File: src/rtl/burst_seq_pkg.sv
package burst_seq_pkg;
  // Length code for a full-page burst; codes 0..FIX_CODES-1 are 2**code beats.
  localparam logic [2:0] BL_FULL   = 3'd7;
  localparam int         FIX_CODES = 4;
  localparam int         BL_W      = 3;

  typedef enum logic {
    ORD_SEQ = 1'b0,
    ORD_XOR = 1'b1
  } order_e;
endpackage

File: src/rtl/burst_len_decode.sv
module burst_len_decode import burst_seq_pkg::*; #(
  parameter int COL_W = 8
) (
  input  logic [BL_W-1:0]  code_i,
  output logic [COL_W-1:0] mask_o,
  output logic             full_o
);
  always_comb begin
    full_o = (code_i == BL_FULL);
    mask_o = '0;
    if (full_o) begin
      mask_o = '1;
    end else begin
      for (int c = 1; c < FIX_CODES; c++) begin
        if (int'(code_i) == c) mask_o = COL_W'((1 << c) - 1);
      end
    end
  end
endmodule

File: src/rtl/burst_col_gen.sv
module burst_col_gen import burst_seq_pkg::*; #(
  parameter int COL_W = 8
) (
  input  logic [COL_W-1:0] base_i,
  input  logic [COL_W-1:0] idx_i,
  input  logic [COL_W-1:0] mask_i,
  input  order_e           order_i,
  output logic [COL_W-1:0] col_o
);
  logic [COL_W-1:0] low_part;

  always_comb begin
    if (order_i == ORD_XOR) low_part = (base_i ^ idx_i) & mask_i;
    else                    low_part = (base_i + idx_i) & mask_i;
    col_o = (base_i & ~mask_i) | low_part;
  end
endmodule

File: src/rtl/burst_col_seq.sv
module burst_col_seq import burst_seq_pkg::*; #(
  parameter int COL_W = 8
) (
  input  logic             clk,
  input  logic             rst,
  input  logic             start_i,
  input  logic [COL_W-1:0] start_col_i,
  input  logic [BL_W-1:0]  blen_i,
  input  logic             btype_i,
  input  logic             ap_en_i,
  input  logic             term_i,
  input  logic             intr_i,
  output logic [COL_W-1:0] col_o,
  output logic             beat_vld_o,
  output logic             last_o,
  output logic             ap_req_o
);
  logic [COL_W-1:0] base_q, base_d, idx_q, idx_d, mask_q, mask_d;
  logic             itl_q, itl_d, full_q, full_d, ap_en_q, ap_en_d;
  logic             vld_q, vld_d, last_q, last_d, apr_q;
  logic [COL_W-1:0] col_q, col_d, dec_mask;
  logic             dec_full;
  order_e           order_d;

  burst_len_decode #(.COL_W(COL_W)) u_dec (
    .code_i (blen_i),
    .mask_o (dec_mask),
    .full_o (dec_full)
  );

  // Next-state: start wins, then terminate/interrupt, then normal advance.
  always_comb begin
    base_d  = base_q;
    idx_d   = idx_q;
    mask_d  = mask_q;
    itl_d   = itl_q;
    full_d  = full_q;
    ap_en_d = ap_en_q;
    vld_d   = vld_q;
    if (start_i) begin
      vld_d   = 1'b1;
      idx_d   = '0;
      base_d  = start_col_i;
      mask_d  = dec_mask;
      full_d  = dec_full;
      itl_d   = btype_i & ~dec_full;
      ap_en_d = ap_en_i & ~dec_full;
    end else if (term_i || intr_i) begin
      vld_d = 1'b0;
    end else if (vld_q) begin
      if (last_q) vld_d = 1'b0;
      else        idx_d = idx_q + 1'b1;
    end
  end

  assign order_d = itl_d ? ORD_XOR : ORD_SEQ;

  burst_col_gen #(.COL_W(COL_W)) u_gen (
    .base_i  (base_d),
    .idx_i   (idx_d),
    .mask_i  (mask_d),
    .order_i (order_d),
    .col_o   (col_d)
  );

  assign last_d = vld_d && !full_d && (idx_d == mask_d);

  always_ff @(posedge clk) begin
    if (rst) begin
      base_q  <= '0;
      idx_q   <= '0;
      mask_q  <= '0;
      itl_q   <= 1'b0;
      full_q  <= 1'b0;
      ap_en_q <= 1'b0;
      vld_q   <= 1'b0;
      last_q  <= 1'b0;
      col_q   <= '0;
      apr_q   <= 1'b0;
    end else begin
      base_q  <= base_d;
      idx_q   <= idx_d;
      mask_q  <= mask_d;
      itl_q   <= itl_d;
      full_q  <= full_d;
      ap_en_q <= ap_en_d;
      vld_q   <= vld_d;
      last_q  <= last_d;
      col_q   <= col_d;
      apr_q   <= vld_q && last_q && ap_en_q;
    end
  end

  assign col_o      = col_q;
  assign beat_vld_o = vld_q;
  assign last_o     = last_q;
  assign ap_req_o   = apr_q;

  p_start_beat_r2: assert property (@(posedge clk) disable iff (rst)
    start_i |=> (beat_vld_o && col_o == $past(start_col_i)));

  p_full_no_last_r6: assert property (@(posedge clk) disable iff (rst)
    (beat_vld_o && full_q) |-> !last_o);

  p_last_in_beat_r7: assert property (@(posedge clk) disable iff (rst)
    last_o |-> beat_vld_o);

  p_last_ends_r7: assert property (@(posedge clk) disable iff (rst)
    (last_o && !start_i) |=> !beat_vld_o);

  p_term_stops_r9: assert property (@(posedge clk) disable iff (rst)
    (term_i && !start_i) |=> !beat_vld_o);

  p_intr_stops_r10: assert property (@(posedge clk) disable iff (rst)
    (intr_i && !start_i) |=> !beat_vld_o);

  p_ap_after_last_r11: assert property (@(posedge clk) disable iff (rst)
    ap_req_o |-> ($past(last_o) && $past(beat_vld_o)));

  p_ap_single_r11: assert property (@(posedge clk) disable iff (rst)
    ap_req_o |=> !ap_req_o);
endmodule

File: config.mk
export PLATFORM = sky130hd
export DESIGN_NAME = burst_col_seq
export DESIGN_NICKNAME = d
export VERILOG_FILES = /design/src/rtl/burst_seq_pkg.sv /design/src/rtl/burst_len_decode.sv /design/src/rtl/burst_col_gen.sv /design/src/rtl/burst_col_seq.sv
export SDC_FILE = /design/constraint.sdc
export NUM_CORES = 1
export LEC_CHECK = 0
export BUFFER_PORTS_ARGS = -buffer_cell sky130_fd_sc_hd__buf_2
export CELL_PAD_IN_SITES_DETAIL_PLACEMENT = 0
export CELL_PAD_IN_SITES_GLOBAL_PLACEMENT = 1
export CORE_MARGIN = 3
export CORE_UTILIZATION = 44
export CTS_BUF_LIST = sky130_fd_sc_hd__clkbuf_4
export DETAILED_ROUTE_END_ITERATION = 12
export GPL_TIMING_DRIVEN = 0
export PLACE_DENSITY_LB_ADDON = 0.1
export SETUP_SLACK_MARGIN = 0.3
export SYNTH_ARGS = -nofsm -noshare
export SYNTH_HDL_FRONTEND = slang
export SYNTH_SLANG_ARGS = --single-unit
File: constraint.sdc
create_clock -name clk -period 4.3 [get_ports clk]
set_clock_uncertainty 0.15 [all_clocks]
set_input_delay 0.645 -clock clk [delete_from_list [all_inputs] [get_ports clk]]
set_output_delay 0.645 -clock clk [all_outputs]
set_load 0.005 [all_outputs]
# == Yosys cells after proc, flatten, opt, wreduce, memory -nomap -nowiden ==
# Cells that the tools add are included.
# word_totals
register_bits,38
latch_bits,0
mem_bits_rw,0
romBits,0
inputBits,18
output_inout_bits,11
n_memories,0
# classes
n_addsub,2
n_mul,0
div,0
order_cmp,0
eq_ne,5
n_shift,0
n_mux,18
bitwise_logic,9
reduce_logical,6
# op_table
operator,count
$mux 8,8
$and 8x8->8,3
$eq 3x3->1 const B,3
$add 8x1->8 const B,1
$add 8x8->8,1
$eq 8x8->1,1
$mux 1,8
$not 8->8,1
$or 8x8->8,1
$xor 8x8->8,1
$logic_and 1x1->1,4
$eq 3x2->1 const B,1
$mux 3,1
$and 1x1->1,2
$mux 2,1
$logic_not 1->1,1
$logic_or 1x1->1,1
$not 1->1,1

# == Longest topological paths before layout ==
# Gate-level depths: netlist of the first run.
# logic_depth
word_depth,9
ltp_mapped,14

# == By module ==
# A second synthesis of the first run with hierarchy kept.
# hier_totals
hier_cells,235
area_unflattened_um2,2099.5
# by_module_without_submodules
module,instances,cells_per_inst,area_each_um2
burst_col_seq,1,164,1605.3
burst_col_gen,1,61,420.4
burst_len_decode,1,10,73.8

# == Worst setup path after synthesis of the first run ==
# Ideal clock, no wire load.
# synth_timing
kind,input-to-reg
start,in start_i
end,"reg col_q[7], in the netlist col_o[7]"
t_arrival_ps,3476
slack_ps,547
stages,13
cell_sequence,clkbuf_1 > buf_1 > buf_1 > clkbuf_1 > nor2_1 > ha_1 > nand2_1 > o21ai_0 > nand2_1 > mux2_1 > o311ai_1 > mux2i_1 > or3_1
# synth_via
elab_chain_cells,5
# synth_lines
item,line,text
from (decl),burst_col_seq.sv:6,"input logic start_i,"
$mux 8,burst_col_seq.sv:40,if (start_i) begin
named net idx_d[6],burst_col_seq.sv:18,"logic [COL_W-1:0] base_q, base_d, idx_q, idx_d, mask_q, mask_d;"
$add 8x8->8,burst_col_gen.sv:14,else low_part = (base_i + idx_i) & mask_i;
$and 8x8->8,burst_col_gen.sv:14,
$mux 8,burst_col_gen.sv:13,if (order_i == ORD_XOR) low_part = (base_i ^ idx_i) & mask_i;
$or 8x8->8,burst_col_gen.sv:15,col_o = (base_i & ~mask_i) | low_part;
to (signal assigned),burst_col_seq.sv:89,col_q <= col_d;
to (decl),burst_col_seq.sv:21,"logic [COL_W-1:0] col_q, col_d, dec_mask;"
# The timed path passes the listed nets, and every way through them passes these cells.
# A chain may end at the register's enable or synchronous reset.

# == Worst setup path in the final report of the first run ==
# layout_timing
start,in start_i
end,"reg col_q[7], in the netlist col_o[7]"
# layout_via
elab_chain_cells,5
# layout_lines
item,line
$mux 8,burst_col_seq.sv:40
named net base_d[5],burst_col_seq.sv:18
$add 8x8->8,burst_col_gen.sv:14
$and 8x8->8,burst_col_gen.sv:14
$mux 8,burst_col_gen.sv:13
$or 8x8->8,burst_col_gen.sv:15
# The timed path passes the listed nets, and every way through them passes these cells.

==> impl_metrics.ini, run 1 <==
[worst_setup_path]
r2r-start = last_o
cp.arrival_ns = 3.68
rr_endpoint = col_o[7]
path_class = input port to flip-flop
worstSetupEndpoint = col_o[7]
crit_start = start_i
cp-start-kind = input port
worst_r2r_path_depth = 13
worstPathRequired_ns = 4.40
critPathMaxFanout = 10
rrSetupSlack_ns = 0.74
end_kind = flip-flop

[floorplanning]
ioPinCount = 29
die_height_um = 73.9
start_util_pct = 45.9
dieWidth_um = 73.9
core_um2 = 4410
die_area_um2 = 5460
fp-row-count = 24

[cts]
clk_pin_slew_worst_paths_ns = 0.12
cts_htree_levels = 2
cts_max_path_buffers = 2
root_buffer = clkbuf_4
cts_setup_buffers = 0
cts_hold_buffers = 0
cts.sinks = 38
insertion_delay_ns = 0.35
cts_tree = yes
numCtsBuffers = 5

[synthesis]
ys.flop_type = dfxtp_1
synth_seq_area_share_pct = 37.5
synth_area_per_cell_um2 = 8.52
syn-cell-area_um2 = 2030
async_flop_share_pct = 0
synth_cell_types = 48
syn_nets = 264
synth_cells = 238
synth_seq_cells = 38
synth_enable_flop_cells = 0
ys_warn_count = 0

[cells_and_area]
drive_above_1_share_pct = 18.0
syn_to_final_growth_pct = 14.8
final_cells = 324
num_antenna_cells = 0
nNetsFinal = 297

[timing]
final.period_utilization_pct = 83.5
finalMaxSlewViolations = 0
slew-limit-headroom_pct = 49.4
worst_slew_pin_slew_ns = 0.748
max_freq_mhz = 279
finalSetupViolCount = 0
hold_viol = 0
setup_tns_ns = 0
min_period_ns = 3.59
grt_setup_unrepaired = no

[drt]
routedWlPerCell_um = 15.1
first_pass_iters = 4
vias = 1797
totalWireLength_um = 4890
via_per_inst = 5.55
antenna_left = 0
drt_iter0_markers = 92
drc = 0

[power_and_ir_drop]
power_density_nw_per_um2 = 333
power_frac_clock_pct = 39.5
combPwrFrac_pct = 12.5
seq_power_share_pct = 48.0
static-leakage-power_nw = 0.958
intPower_mw = 0.586
swShare_pct = 24.5
vdd_drop_max_mv = 0.156
p_total_mw = 0.776
p_sw_mw = 0.190

[outcome]
status = complete, no violations

[min_path]
worstHoldStart = ap_en_q
hold_class = flip-flop to flip-flop

[placement]
numPortBuffers = 26
place_inst = 316
place.gp.congestion = 0.796
hpwl_um = 3740

[global_route]
track_usage_pct = 19.3
grt_pass1_wl_um = 7960
gr-total-overflow = 0
grt_pass1_vias = 1677
grt_max_degree = 13
antenna_found_initial = 0

[job]
maxCapViolCount = 0
through the flow:
stage | cell area (um2) | setup slack [ns] | hold WS [ns] | utilization (%)
final | 2330 | 0.711 | 0.309 | 52.7
after global routing | 2330 | 0.427 | 0.331 | 52.7
after CTS | 2320 | 0.478 | 0.312 | 52.7
after detailed placement | 2220 | -0.133 | 0.294 | 50.3
after global placement | 2220 | -0.137 | 0.296 | 50.3
after floorplan | 2030 | 0.547 | 0.278 | -
cells in the mapped netlist (all sizes together) (2+ instances only):
library cell,n,area [um2]
a221oi,3,32.5
nand2b,3,18.8
dfxtp,38,761
inv,8,30.0
clkbuf,7,26.3
xnor2,9,78.8
nor3,8,40.0
nand3,7,35.0
xor2,8,70.1
o21ai,10,57.6
or3,4,30.0
and2,2,12.5
a21o,3,22.5
o22ai,2,12.5
mux2i,4,40.0
nand2,20,75.1
nor4,4,31.3
a21oi,22,110
nand4,3,18.8
mux2,5,56.3
a211oi,5,37.5
buf,3,18.8
nor2b,7,43.8
nor2,30,113
ha,7,87.6
cells in the final DEF (no fill, tap or decap), types with 3 or more instances in the layout:
cell type and n:
mux2i_1 4, o21ai_1 4, a21oi_1 22, nor2_1 30, nor4_1 3, clkbuf_1 6, o21ai_0 4, xnor2_1 9
or3_1 3, buf_2 27, clkbuf_4 5, dfxtp_1 38, nand3_1 7, nand2b_1 3, xor2_1 8, ha_1 7
nor2b_1 7, nand2_1 20, mux2_2 4, nor3_1 8, nand4_1 3, a211oi_1 5, a21o_1 3, inv_1 8
cell families after synthesis:
kind of cell    after synthesis  share of synthesized area, %
buf+inv                      18                          3.70
compound gates               56                          18.8
xor+xnor                     17                          7.35
flops                        38                          37.5
mux                           9                          4.75
simple gates                 92                          22.6
fa+ha+maj                     8                          5.31
how the worst min path moves through the flow:
stage | cells after the start | endpoint | slack (ns)
after floorplan | 2 | ap_en_q | 0.28
after global placement | 2 | ap_en_q | 0.30
after detailed placement | 2 | ap_en_q | 0.29
after CTS | 2 | ap_en_q | 0.31
after global routing | 2 | ap_en_q | 0.33
final | 2 | ap_en_q | 0.31
worst max-delay path: stages:
cell and delay [ns]:
clkbuf_1 0.32, buf_2 0.35, clkbuf_2 0.28, mux2i_1 0.32, inv_1 0.08, ha_1 0.40
nand2_1 0.09, o21ai_0 0.25, nand2_1 0.08, mux2_1 0.31, o311ai_1 0.09, mux2i_1 0.10
or3_1 0.36
final cells by class:
| class | count | area [um2] |
|---|---|---|
| well taps | 52 | 65.1 |
| repair buffers | 26 | 130 |
| flip-flops and latches | 38 | 761 |
| clock inverters | 3 | 63.8 |
| plain buffers | 10 | 48.8 |
| clock buffers | 5 | 37.5 |
| fillers | 443 | 2090 |
| inverters | 8 | 30.0 |
| multi-input cells | 182 | 1190 |
registers in the layout, indices dropped and copies added, names as in the netlist:
signal      count
base_q          8
idx_q           8
col_o           8
last_o          1
ap_en_q         1
itl_q           1
full_q          1
ap_req_o        1
mask_q          8
beat_vld_o      1
power groups by stage:
stage	clock network (mW)	registers (mW)	logic, mW
6_report	0.307	0.372	0.0967
5_1_grt	0.324	0.374	0.109
4_1_cts	0.312	0.372	0.0975
3_5_place_dp	0	0.380	0.0970
3_3_place_gp	0	0.380	0.0964
2_1_floorplan	0	0.380	0.0637
routing by layer:
layer  track usage [%]  up-vias  part of all wire [%]
li1                  -      908                     -
met2              32.0       44                    47
met3              3.69        6                   4.7
met1              25.3      839                    47
met4              6.04        0                   1.4
met5                 0        -                     0
repair_timing:
item,CTS,global route
pin swaps,0,0
endpoints found under the setup margin,1,1
resized for setup,1,3
No activity file was read; power rests on OpenSTA's default activity.
==> run 2: changes to the inputs <==
CORE_UTILIZATION = 40   (was 44)
clock period = 2.95 ns   (was 4.3 ns; I/O delays follow)
==> impl_metrics.ini, run 2 (synthesis results as in run 1) <==
[floorplanning]
die_area_um2 = 5960
die_height_um = 77.2
dieWidth_um = 77.2
ioPinCount = 29
fp-row-count = 25
core_um2 = 4820
start_util_pct = 42.1

[worst_setup_path]
cp-start-kind = flip-flop
cp.arrival_ns = 3.15
crit_start = last_o
path_class = flip-flop to flip-flop
r2r-start = last_o
worstPathRequired_ns = 3.05
critPathMaxFanout = 7
worst_r2r_path_depth = 12
end_kind = flip-flop

[cts]
cts.sinks = 38
clk_pin_slew_worst_paths_ns = 0.13
numCtsBuffers = 5
insertion_delay_ns = 0.35
cts_tree = yes
cts_max_path_buffers = 2
cts_htree_levels = 2
root_buffer = clkbuf_4
cts_hold_buffers = 0

[timing]
worst_slew_pin_slew_ns = 0.621
finalSetupViolCount = 1
final.period_utilization_pct = 103
setup_tns_ns = -0.0988
hold_viol = 0
hold_ws_ns = 0.204
min_period_ns = 3.05
grt_setup_unrepaired = yes
slew-limit-headroom_pct = 58.6
fin_ws_ns = -0.0988
finalMaxSlewViolations = 0
max_freq_mhz = 328

[drt]
totalWireLength_um = 5400
via_per_inst = 5.25
vias = 1847
antenna_left = 0
routedWlPerCell_um = 15.3
first_pass_iters = 4
drt_iter0_markers = 58
drc = 0

[power_and_ir_drop]
static-leakage-power_nw = 1.12
power_density_nw_per_um2 = 400
vdd_drop_max_mv = 0.220
p_total_mw = 1.08

[min_path]
hold_class = input port to flip-flop
worstHoldStart = ap_en_i
min_path_cells = 3

[job]
maxCapViolCount = 0

[global_route]
grt_pass1_wl_um = 8650
track_usage_pct = 18.6
grt_pass1_vias = 1725
gr-total-overflow = 0
antenna_found_initial = 0
grt_max_degree = 12

[cells_and_area]
layout_common_cells = 35 x dfxtp_1, 26 x buf_2, 25 x nor2_1
nNetsFinal = 311
design_area_um2 = 2710
syn_to_final_growth_pct = 33.7
final_core_util_pct = 56.3
num_antenna_cells = 0
final_cells = 352
fillers = 486
final_common_cell = dfxtp_1
drive_above_1_share_pct = 35.1

[outcome]
violations = setup timing
status = finished, violations left

[placement]
hpwl_um = 3930
numPortBuffers = 26
place_inst = 331
dpl-instance-area_um2 = 2360
dp_slack_ns = -0.542
place.gp.congestion = 0.805
==> run 2: changes by cell type in the layout (fill, tap and decap cells not counted), sizes merged <==
cell,previous run,this run
buf,28,43
bufinv,2,1
clkbuf,13,12
==> run 2: layout make-up <==
cell class | instances | area [um2] | area share (%)
buffer | 10 | 83.8 | 3.09
clock buffer | 5 | 37.5 | 1.39
clock inverter | 2 | 33.8 | 1.25
inverter | 8 | 30.0 | 1.11
multi-input combinational | 182 | 1440 | 53.0
sequential | 38 | 764 | 28.2
tap | 67 | 83.8 | 3.09
timing repair buffer | 40 | 239 | 8.82
==> run 2: worst paths after layout <==
path / end / slack (ns)
worst max-delay path: col_o[7] / -0.1
worst min-delay path: ap_en_q / 0.20
worst max register to register: col_o[7] / -0.1
worst min register to register: ap_en_q / 0.31
==> run 2: what timing repair did <==
| action | in CTS | in global routing |
|---|---|---|
| gates resized for setup | 14 | 17 |
| endpoints found under the setup margin | 7 | 7 |
| setup buffers | 9 | 5 |
| pin swaps | 15 | 15 |
| endpoints found under the hold margin | 0 | 0 |
==> run 2: worst max-delay path: stages (launching register included) <==
cell	delay (ns)
dfxtp_2	0.34
or4b_4	0.49
buf_8	0.16
nor3_4	0.21
xnor2_2	0.12
nor2_2	0.18
ha_4	0.24
a21oi_2	0.18
a21oi_1	0.09
mux2_4	0.28
o311ai_2	0.08
mux2i_1	0.13
or3_1	0.32
==> run 2: power by group <==
part | internal [mW] | switching, mW | total (mW)
registers | 0.535 | 0.00748 | 0.543
logic | 0.0805 | 0.0998 | 0.180
clock network | 0.172 | 0.190 | 0.362
total | 0.787 | 0.298 | 1.08
==> run 2: per-layer routing <==
metal / GRT usage, % / vias up / wire [um]
li1: - / 941 / -
met1: 25.5 / 873 / 2720
met2: 29.8 / 27 / 2490
met3: 3.52 / 6 / 115
met4: 5.34 / 0 / 64
met5: 0 / - / 0
==> run 3: changes to the inputs <==
TNS_END_PERCENT = 50   (was not set)
==> impl_metrics.ini, run 3 (synthesis results as in run 1) <==
[outcome]
status = finished, violations left
violations = setup timing

[cts]
numCtsBuffers = 5
cts_hold_buffers = 0
cts_tree = yes
cts.sinks = 38
root_buffer = clkbuf_4
clk_pin_slew_worst_paths_ns = 0.12
insertion_delay_ns = 0.34
cts_max_path_buffers = 2
cts_htree_levels = 2

[power_and_ir_drop]
intPower_mw = 0.712
static-leakage-power_nw = 1.14
seq_power_share_pct = 54.7
power_density_nw_per_um2 = 370
combPwrFrac_pct = 17.8
swShare_pct = 28.2
power_frac_clock_pct = 27.5
vdd_drop_max_mv = 0.178
p_sw_mw = 0.279

[worst_setup_path]
cpPeakStageDelay_ns = 0.49
crit_path_cell_trace = or4b_4 -> buf_8 -> nor3_4 -> xnor2_2 -> nor2_2 -> ha_4 -> a21oi_2 -> a21oi_1 -> mux2_4 -> o311ai_2 -> mux2i_1 -> or3_1
rrSetupSlack_ns = -0.08
crit_buf_inv = 1
end_kind = flip-flop
worstPathRequired_ns = 3.03
cp.arrival_ns = 3.11
critPathTopFamily = simple AND/OR/NAND/NOR gates
path_class = flip-flop to flip-flop
cp_slowest_cell = or4b_4
cp-start-kind = flip-flop
critPathMaxFanout = 6

[cells_and_area]
nNetsFinal = 310
drive_above_1_share_pct = 34.4
final_cells = 352
final_core_util_pct = 55.7
syn_to_final_growth_pct = 32.3
layout_common_cells = 36 x dfxtp_1, 26 x buf_2, 25 x nor2_1
num_antenna_cells = 0
design_area_um2 = 2680
final_common_cell = dfxtp_1

[placement]
dpl-instance-area_um2 = 2340
place.gp.congestion = 0.800
dp_slack_ns = -0.507
hpwl_um = 3860
numPortBuffers = 26
place_inst = 331

[drt]
vias = 1822
drt_iter0_markers = 57
antenna_left = 0
first_pass_iters = 5
via_per_inst = 5.18
totalWireLength_um = 5200
drc = 0
topRoutingLayerUsed = met4
met2_length_um = 2350
routedWlPerCell_um = 14.8
wl_met3_um = 192
wl_met1_um = 2550

[global_route]
grt_max_degree = 12
grt_pass1_vias = 1737
antenna_found_initial = 0
grt_pass1_wl_um = 8650
gr-total-overflow = 0
track_usage_pct = 18.7

[floorplanning]
core_um2 = 4820
die_area_um2 = 5960
start_util_pct = 42.1
fp-row-count = 25
die_height_um = 77.2
ioPinCount = 29
dieWidth_um = 77.2

[timing]
grt_setup_unrepaired = yes
finalSetupViolCount = 1
hold_viol = 0
fin_ws_ns = -0.0850
worst_slew_pin_slew_ns = 0.608
max_freq_mhz = 329
min_period_ns = 3.03
finalMaxSlewViolations = 0
slew-limit-headroom_pct = 59.5
setup_tns_ns = -0.0850
final.period_utilization_pct = 103

[min_path]
hold_class = input port to flip-flop

[job]
maxCapViolCount = 0
run 3: path summary, 6_finish.rpt:
check,startpoint,endpoint,depth (start not counted)
max,last_o,col_o[7],12
min,ap_en_i,ap_en_q,3
max reg2reg,last_o,col_o[7],12
min reg2reg,ap_en_q,ap_en_q,2
run 3: power by group through the flow:
stage | registers [mW] | clock network, mW | logic (mW)
floorplan | 0.555 | 0 | 0.101
global placement | 0.554 | 0 | 0.151
detailed placement | 0.555 | 0 | 0.152
CTS | 0.543 | 0.277 | 0.170
global route | 0.545 | 0.302 | 0.196
finish | 0.542 | 0.272 | 0.177
run 3: through the flow:
stage	total power, mW	hold WS (ns)
finish	0.991	0.215
global placement	0.705	0.302
global route	1.04	0.200
detailed placement	0.706	0.298
CTS	0.990	0.211
floorplan	0.656	0.278
run 3: what timing repair did:
item / CTS / global route
endpoints found under the hold margin: 0 / 0
setup buffers: 10 / 3
gates resized for setup: 17 / 16
setup endpoints to repair: 7 / 7
pin swaps: 21 / 25
run 3: area by class of cell:
| type | count | area, um2 |
|---|---|---|
| plain buffers | 10 | 83.8 |
| clock buffers | 6 | 45.0 |
| clock inverters | 2 | 8.76 |
| fillers | 500 | 2130 |
| inverters | 8 | 32.5 |
| multi-input cells | 182 | 1440 |
| flip-flops and latches | 38 | 763 |
| well taps | 67 | 83.8 |
| repair buffers | 39 | 228 |
run 3: worst min-delay path: stages:
cell and delay [ns]:
buf_2 0.10, nand3_1 0.07, a21oi_1 0.06
run 3: layer usage:
layer / track usage, % / up-vias
li1: - / 933
met1: 25.7 / 838
met2: 28.8 / 38
met3: 3.87 / 13
met4: 6.41 / 0
met5: 0 / -
